### config.mk
export PLATFORM = sky130hd
export DESIGN_NAME = rxq_status_fifo
export DESIGN_NICKNAME = d
export VERILOG_FILES = /design/src/rtl/rxq_pkg.sv /design/src/rtl/rxq_store.sv /design/src/rtl/rxq_ctrl.sv /design/src/rtl/rxq_errs.sv /design/src/rtl/rxq_status_fifo.sv
export SDC_FILE = /design/constraint.sdc
export NUM_CORES = 2
export LEC_CHECK = 0
export ABC_AREA = 1
export BUFFER_PORTS_ARGS = -buffer_cell sky130_fd_sc_hd__buf_2
export CAP_MARGIN = 20
export CORE_ASPECT_RATIO = 1.2
export CORE_MARGIN = 2
export CORE_UTILIZATION = 30
export DETAILED_ROUTE_END_ITERATION = 10
export PLACE_DENSITY = 0.52
export SYNTH_ARGS = -nofsm -noshare
export SYNTH_HDL_FRONTEND = slang
export SYNTH_SLANG_ARGS = --single-unit
### constraint.sdc
create_clock -name clk -period 4.6 [get_ports clk]
set_input_delay 0.69 -clock clk [delete_from_list [all_inputs] [get_ports clk]]
set_output_delay 0.69 -clock clk [all_outputs]
set_load 0.005 [all_outputs]
### src/rtl/rxq_pkg.sv
package rxq_pkg;

    typedef struct packed {
        logic brk;
        logic frm;
        logic par;
    } rxq_flags_t;

    localparam int          RXQ_DW          = 8;
    localparam int          RXQ_EW          = RXQ_DW + 3;
    localparam logic [7:0]  RXQ_CMD_CLR_ERR = 8'h04;

    function automatic logic [RXQ_DW-1:0] rxq_len_mask(input logic [1:0] len);
        logic [RXQ_DW-1:0] m;
        unique case (len)
            2'b00:   m = 8'h1F;
            2'b01:   m = 8'h3F;
            2'b10:   m = 8'h7F;
            default: m = 8'hFF;
        endcase
        return m;
    endfunction

endpackage

### src/rtl/rxq_store.sv
module rxq_store #(
    parameter int W  = 11,
    parameter int AW = 8
) (
    input  logic          clk,
    input  logic          we,
    input  logic [AW-1:0] waddr,
    input  logic [W-1:0]  wdata,
    input  logic [AW-1:0] raddr,
    output logic [W-1:0]  rdata
);
    localparam int DEPTH = 1 << AW;

    logic [W-1:0] mem_q [DEPTH];

    always_ff @(posedge clk) begin
        if (we) begin
            mem_q[waddr] <= wdata;
        end
    end

    assign rdata = mem_q[raddr];
endmodule

### src/rtl/rxq_ctrl.sv
module rxq_ctrl #(
    parameter int AW = 8,
    parameter int DW = 8
) (
    input  logic          clk,
    input  logic          rst_n,
    input  logic          push,
    input  logic          pop,
    input  logic          clr,
    input  logic [DW-1:0] head_data,
    output logic [AW-1:0] wptr,
    output logic [AW-1:0] rptr,
    output logic [AW:0]   count,
    output logic          accept,
    output logic          ovr,
    output logic [DW-1:0] last_data
);
    localparam logic [AW:0] FULL_CNT = {1'b1, {AW{1'b0}}};

    typedef struct packed {
        logic [AW-1:0] wp;
        logic [AW-1:0] rp;
        logic [AW:0]   cnt;
        logic          ovr;
        logic [DW-1:0] last;
    } ctrl_st_t;

    ctrl_st_t st_d, st_q;
    logic     full, empty, do_push, do_pop;

    always_comb begin
        full    = (st_q.cnt == FULL_CNT);
        empty   = (st_q.cnt == '0);
        do_push = push && !full;
        do_pop  = pop && !empty;
        st_d    = st_q;
        if (do_push) begin
            st_d.wp = st_q.wp + 1'b1;
        end
        if (do_pop) begin
            st_d.rp   = st_q.rp + 1'b1;
            st_d.last = head_data;
        end
        unique case ({do_push, do_pop})
            2'b10:   st_d.cnt = st_q.cnt + 1'b1;
            2'b01:   st_d.cnt = st_q.cnt - 1'b1;
            default: st_d.cnt = st_q.cnt;
        endcase
        if (push && full) begin
            st_d.ovr = 1'b1;
        end else if (clr) begin
            st_d.ovr = 1'b0;
        end
    end

    always_ff @(posedge clk or negedge rst_n) begin
        if (!rst_n) begin
            st_q <= '0;
        end else begin
            st_q <= st_d;
        end
    end

    assign wptr      = st_q.wp;
    assign rptr      = st_q.rp;
    assign count     = st_q.cnt;
    assign accept    = do_push;
    assign ovr       = st_q.ovr;
    assign last_data = st_q.last;
endmodule

### src/rtl/rxq_errs.sv
module rxq_errs
    import rxq_pkg::*;
(
    input  logic       clk,
    input  logic       rst_n,
    input  logic       clr,
    input  logic       upd,
    input  rxq_flags_t flags_in,
    output rxq_flags_t acc
);
    typedef struct packed {
        rxq_flags_t acc;
    } errs_st_t;

    errs_st_t st_d, st_q;

    always_comb begin
        st_d = st_q;
        if (clr) begin
            st_d.acc = '0;
        end
        if (upd) begin
            st_d.acc = st_d.acc | flags_in;
        end
    end

    always_ff @(posedge clk or negedge rst_n) begin
        if (!rst_n) begin
            st_q <= '0;
        end else begin
            st_q <= st_d;
        end
    end

    assign acc = st_q.acc;
endmodule

### src/rtl/rxq_status_fifo.sv
module rxq_status_fifo
    import rxq_pkg::*;
#(
    parameter int AW = 8
) (
    input  logic          clk,
    input  logic          rst_n,
    input  logic [1:0]    char_len,
    input  logic          wr_en,
    input  logic [7:0]    wr_data,
    input  logic          wr_brk,
    input  logic          wr_frm,
    input  logic          wr_par,
    input  logic          rd_pop,
    input  logic          cmd_valid,
    input  logic [7:0]    cmd_code,
    input  logic          blk_mode,
    input  logic [AW-1:0] lvl,
    output logic [7:0]    rd_data,
    output logic [2:0]    stat_flags,
    output logic          overrun,
    output logic [AW-1:0] fill_code,
    output logic          rx_ready
);
    localparam logic [AW:0] FULL_CNT = {1'b1, {AW{1'b0}}};

    logic [AW-1:0]     wptr, rptr;
    logic [AW:0]       count;
    logic [AW:0]       thresh;
    logic              accept, clr, empty;
    logic [RXQ_DW-1:0] last_data, masked;
    logic [RXQ_EW-1:0] wr_entry, head_entry;
    rxq_flags_t        in_flags, head_flags, acc_flags;

    assign clr      = cmd_valid && (cmd_code == RXQ_CMD_CLR_ERR);
    assign masked   = wr_data & rxq_len_mask(char_len);
    assign in_flags = '{brk: wr_brk, frm: wr_frm, par: wr_par};
    assign wr_entry = {in_flags, masked};

    rxq_store #(.W(RXQ_EW), .AW(AW)) u_store (
        .clk   (clk),
        .we    (accept),
        .waddr (wptr),
        .wdata (wr_entry),
        .raddr (rptr),
        .rdata (head_entry)
    );

    rxq_ctrl #(.AW(AW), .DW(RXQ_DW)) u_ctrl (
        .clk       (clk),
        .rst_n     (rst_n),
        .push      (wr_en),
        .pop       (rd_pop),
        .clr       (clr),
        .head_data (head_entry[RXQ_DW-1:0]),
        .wptr      (wptr),
        .rptr      (rptr),
        .count     (count),
        .accept    (accept),
        .ovr       (overrun),
        .last_data (last_data)
    );

    rxq_errs u_errs (
        .clk      (clk),
        .rst_n    (rst_n),
        .clr      (clr),
        .upd      (accept),
        .flags_in (in_flags),
        .acc      (acc_flags)
    );

    always_comb begin
        empty      = (count == '0);
        head_flags = empty ? '0 : rxq_flags_t'(head_entry[RXQ_EW-1:RXQ_DW]);
        rd_data    = empty ? last_data : head_entry[RXQ_DW-1:0];
        stat_flags = blk_mode ? acc_flags : head_flags;
        thresh     = (lvl == '0) ? FULL_CNT : {1'b0, lvl};
        rx_ready   = (count >= thresh);
        fill_code  = count[AW-1:0];
    end
endmodule

# --- After elaboration in Yosys (flattened, before gate mapping) ---
# Memories as Yosys holds them, arrays and structs flattened.
# Cells that the tools add are included.
word_totals:
  elab_cells: 45
  ramBits: 2816
  in_bits: 35
  memories: 1
  ff_bits: 37
  out_inout_bits: 21
memory_table:
  columns: ["name", "words", "width", "rd", "rd_ports_with_merged_regs", "write_ports", "line_no", "text"]
  rows:
  - ["u_store.mem_q", 256, 11, 1, 0, 1, "rxq_store.sv:14", "logic [W-1:0] mem_q [DEPTH];"]
op_classes:
  reduce_logical: 11
  n_bitwise: 2
  n_lt_le_gt_ge: 1
  add_sub_neg: 4
  muxes: 12
  eq_ne: 6
ops:
  columns: ["cell", "count"]
  rows:
  - ["case mux 8 bit (3 select lines)", 1]
  - ["case mux 9 bit (2 select lines)", 1]
  - ["adder 8 x 1 -> 8 bit, second input constant", 2]
  - ["two-way mux 3 bit", 4]
  - ["adder 9 x 1 -> 9 bit, second input constant", 1]
  - ["== test 9 bit, second input constant", 1]
  - [">= comparator 9 bit", 1]
  - ["logical NOT 9 bit", 1]
  - ["two-way mux 9 bit", 1]
  - ["subtractor 9 x 1 -> 9 bit, second input constant", 1]
  - ["AND 8 bit", 1]
  - ["== test 8 x 3 -> 1 bit, second input constant", 1]
  - ["logical NOT 8 bit", 1]
  - ["two-way mux 8 bit", 1]
  - ["== test 2 x 1 -> 1 bit, second input constant", 2]
  - ["== test 2 bit, second input constant", 2]
  - ["logical AND 1 bit", 4]
  - ["two-way mux 1 bit", 4]
  - ["nonzero test 2 bit", 2]
  - ["OR 3 bit", 1]
  - ["logical NOT 1 bit", 2]
  - ["logical NOT 2 bit", 1]

# --- Longest topological paths before layout ---
depth:
  word_depth: 5
  depth_mapped: 21
  ltp_nobuf: 19

# --- Cells and area by module ---
# Synthesis repeated with hierarchy kept, for this count alone.
unflattened:
  cells_unflattened: 9862
  area_unflattened_um2: 117351.3
modules_own_cells:
  columns: ["module", "area_per_inst_um2", "cells_per_inst", "instances"]
  rows:
  - ["rxq_store", 114619.9, 9472, 1]
  - ["rxq_ctrl", 1971.9, 264, 1]
  - ["rxq_status_fifo", 646.9, 113, 1]
  - ["rxq_errs", 112.6, 13, 1]

# --- Least setup slack after synthesis ---
# OpenSTA, ideal clock, no wires.
synth_timing:
  path_type: "input to register"
  start: "input port wr_data[7]"
  end: "memory u_store.mem_q[0][7], data pin"
  stages: 1
  required_time_ps: 3725
  slack_ps: -279
  path_buffers: 0
  arrival_time_ps: 4004
  cell_sequence: "and3_1"
synth_via:
  elab_chain_len: 1
synth_lines:
  columns: ["item", "line_no", "text"]
  rows:
  - ["start: declaration", "rxq_status_fifo.sv:10", "input logic [7:0] wr_data,"]
  - ["AND 8 bit", "rxq_status_fifo.sv:36", "assign masked = wr_data & rxq_len_mask(char_len);"]
  - ["end: declaration", "rxq_store.sv:14", null]
# Every way passes these cells.

# --- Worst setup path in the final report ---
layout_timing:
  start: "register u_ctrl.st_q, in the netlist u_ctrl.rptr[0]"
  end: "output port rd_data[1]"
layout_via:
  elab_chain_len: 2
layout_lines:
  columns: ["item", "line_no", "text"]
  rows:
  - ["start: declaration", "rxq_ctrl.sv:28", "ctrl_st_t st_d, st_q;"]
  - ["start signal: assignment", "rxq_ctrl.sv:60", "st_q <= st_d;"]
  - ["memory (256 x 11 bit)", null, null]
  - ["two-way mux 8 bit", "rxq_status_fifo.sv:76", "rd_data = empty ? last_data : head_entry[RXQ_DW-1:0];"]
  - ["end: declaration", "rxq_status_fifo.sv:19", "output logic [7:0] rd_data,"]
# Every way passes these cells.

==> metrics.txt <==
Hold Crit Class=in2reg; drt drc=0; largest net degree at the start of global routing=136; crit path launch type=flip-flop; GRT overflow=0; async set or reset register ratio after synthesis=1.297%; maxcap violations=0; maximum vdd drop=599.5 uV; CTS tree=built; CP bufs+invs=6; die area=0.4057 sq mm; CP max-delay cell=dfrtp_4; cell row count=254; Primary FF master, synth=edfxtp_1; Stages on worst setup path=18; layout cells sized above 1=12.32%; LEAKAGE=53.67 nW; WL/cell=22.95 microns; reg2reg path depth=10; via density per instance=4.843; syn nets=11,050; WS Path Type=reg2out; fin crit period=4.563 ns; # IOs=56; CP endpoint kind=primary output; Post-synth EDFFs=~2,800; post-synthesis cell type count=39; synth top area cells=edfxtp_1 70%, nand2_1 9.0%, nor2_1 5.1%, nand3_1 4.1%, inv_1 2.8%; H-tree level count=5; fin util=35.71%; Max-slew headroom=16.42%; cell taking the most area after synthesis=edfxtp_1; final setup fails=0; yosys warns=0; Clock Path Buffers=4; synth cell count leaders=2,869 x nand2_1, 2,816 x edfxtp_1, 1,622 x nor2_1; reg2reg setup slack=0.88 ns; clock skew=just over 0.04 ns; CP top delay family=simple AND/OR/NAND/NOR gates; Max stage delay on crit path=0.45 ns; GRT Total Usage=approximately 18%; register area share after synthesis=a little under three quarters; WHS Path Cells=2; fin crit share=99.19%; Starting Density=30.13%; DRT Wirelength=387,300 microns; Detail Route Antenna Nets=0; drt first pass iters=8; CP dominant cell by count=nand2_1; CP Max Fanout=28; global-route wire length before repair=551,600 microns; area of the core=0.3988 sq mm; CTS clk-pin slew, worst paths=0.06 ns; clock latency on the worst-skew pair=0.90 ns; top-count cell post-synth=nand2_1; RSZ-0062 raised after global routing=true; Synth Register Bits=2,853; initial DRC count=7,796; placed cell count=between 15,000 and 20,000; Slew Limit Fails=0; final hold viol count=0; clk root buf=clkbuf_16; Data arrival, critical path=roughly 3.9 ns; GP Congestion=0.8700; Worst Tran Pin Value=1.252 ns; Layout area overhead=18.51%; syn avg cell area=about 11 sq um; # fillers=38,920; worst endpoint required time=3.91 ns; initial antenna violation count=13; Cell Area, Synth=between 0.1 and 0.15 sq mm; Fin Hold WS=0.08981 ns; fin cells=16,870; Cell Pwr Density=approximately 630 mW/mm^2; Die X=581.8 microns; cells along the critical path=buf_12, clkinv_16, buf_16, buf_12, o21ai_0, nand2_1, nand2_1, nand2_1, nor2_2, nand2_1, nand3_2, nand2_4, nand3_4, nand2_1, nand2_1, nand2_4, buf_12, buf_2; HPWL Detailed=232,000 microns; chip height=697.3 microns; Max Clk Rate=219.2 MHz; PortBufs=55; Inserted Clock Buffers=288; nets=11,460; cell count after synthesis=11,000; CTS sink count=2,853; outcome=finished clean; routed vias=just over 80,000; vias in the first global route=just under 80,000; Synth top area share=70.37%
## worst register-to-register path: stages (launching register included)
cell	delay [ns]
dfrtp_1	0.46
inv_1	0.09
nand4_1	0.12
nor4_1	0.09
nand2_1	0.07
nand2_1	0.25
buf_4	0.30
nor2_1	0.41
nand3_2	0.62
nor2_1	0.73
buf_4	0.29
## repair_timing
action	in CTS	in global routing
resized for setup	274	206
endpoints found under the setup margin	11	11
hold endpoints to repair	13	0
hold buffers	1	0
cloned	26	14
buffers inserted	24	15
pin swaps	19	56
## cell usage in the layout (no fill, tap or decap), types with 42 or more instances in the layout
cell / instances
buf_2: 43
buf_6: 55
nand2_2: 84
nand3_2: 48
buf_12: 91
clkbuf_1: 61
o21ai_0: 571
a21oi_1: 114
buf_4: 485
edfxtp_1: 2816
buf_16: 42
clkbuf_16: 311
clkinv_1: 76
nor2_1: 1595
inv_1: 873
nand2_1: 2756
nand3_1: 918
o21ai_1: 175
o211ai_1: 124
## registers in the layout (all words and copies together), names as in the netlist
register / count
u_store.mem_q: 2816
u_ctrl.count: 9
u_ctrl.last_data: 8
u_ctrl.rptr: 8
u_ctrl.wptr: 8
u_errs.acc: 3
u_ctrl.ovr: 1
## metal layers
metal | share of wire [%] | GRT usage [%] | vias to the layer above
met4 | 5.1 | 8.763 | 6
met1 | 41 | 23.49 | 40560
met3 | 6.0 | 2.465 | 661
met2 | 48 | 30.57 | 2736
li1 | - | - | 37750
met5 | 0.012 | 0 | -
## layout make-up
| class | count | area, sq um | share of cell area [%] |
|---|---|---|---|
| timing repair inverter | 2 | 46.29 | 0.03251 |
| clock buffer | 362 | 7716 | 5.418 |
| clock inverter | 142 | 1190 | 0.8355 |
| timing repair buffer | 760 | 8512 | 5.977 |
| sequential | 2853 | 85500 | 60.04 |
| inverter | 908 | 3476 | 2.441 |
| multi-input combinational | 6594 | 29400 | 20.64 |
| tap | 5248 | 6566 | 4.611 |
| antenna | 4 | 10.01 | 0.007028 |
## path summary, 6_finish.rpt
| check | to | from |
|---|---|---|
| setup / recovery | rd_data[1] | u_ctrl.rptr[0] |
| hold / removal | u_ctrl.ovr | wr_en |
| setup reg to reg | u_store.mem_q[151][2] | u_ctrl.count[4] |
| hold reg to reg | u_ctrl.last_data[6] | u_ctrl.last_data[6] |
| max in group asynchronous | u_ctrl.rptr[0] | rst_n |
| min in group asynchronous | u_ctrl.count[2] | rst_n |
## cells by family after synthesis
group                    share of synthesized area, %
AND/OR/NAND/NOR                                 18.36
flip-flops                                      71.14
buffers and inverters                           5.547
AO/OA/AOI/OAI                                   4.612
XOR/XNOR                                       0.1603
adder cells (fa/ha/maj)                        0.1770
## power breakdown
part	internal (W)	switching [W]
clock network	0.0129	0.0101
registers	0.0289	0.000269
logic	0.0116	0.0258
total	0.0535	0.0361
## stage by stage
step	setup WS [ns]	total power (W)	setup TNS, ns	area [sq um]
after global routing	-0.03415	0.09341	-0.1039	142400
after detailed placement	-0.2221	0.06259	-0.2221	130000
after CTS	-0.04376	0.08848	-0.1214	141000
after floorplan	0.3692	0.04771	0	120200
final	0.03706	0.08959	0	142400
after global placement	-0.2113	0.06260	-0.2113	129800
(Power assumes the default switching activity.)
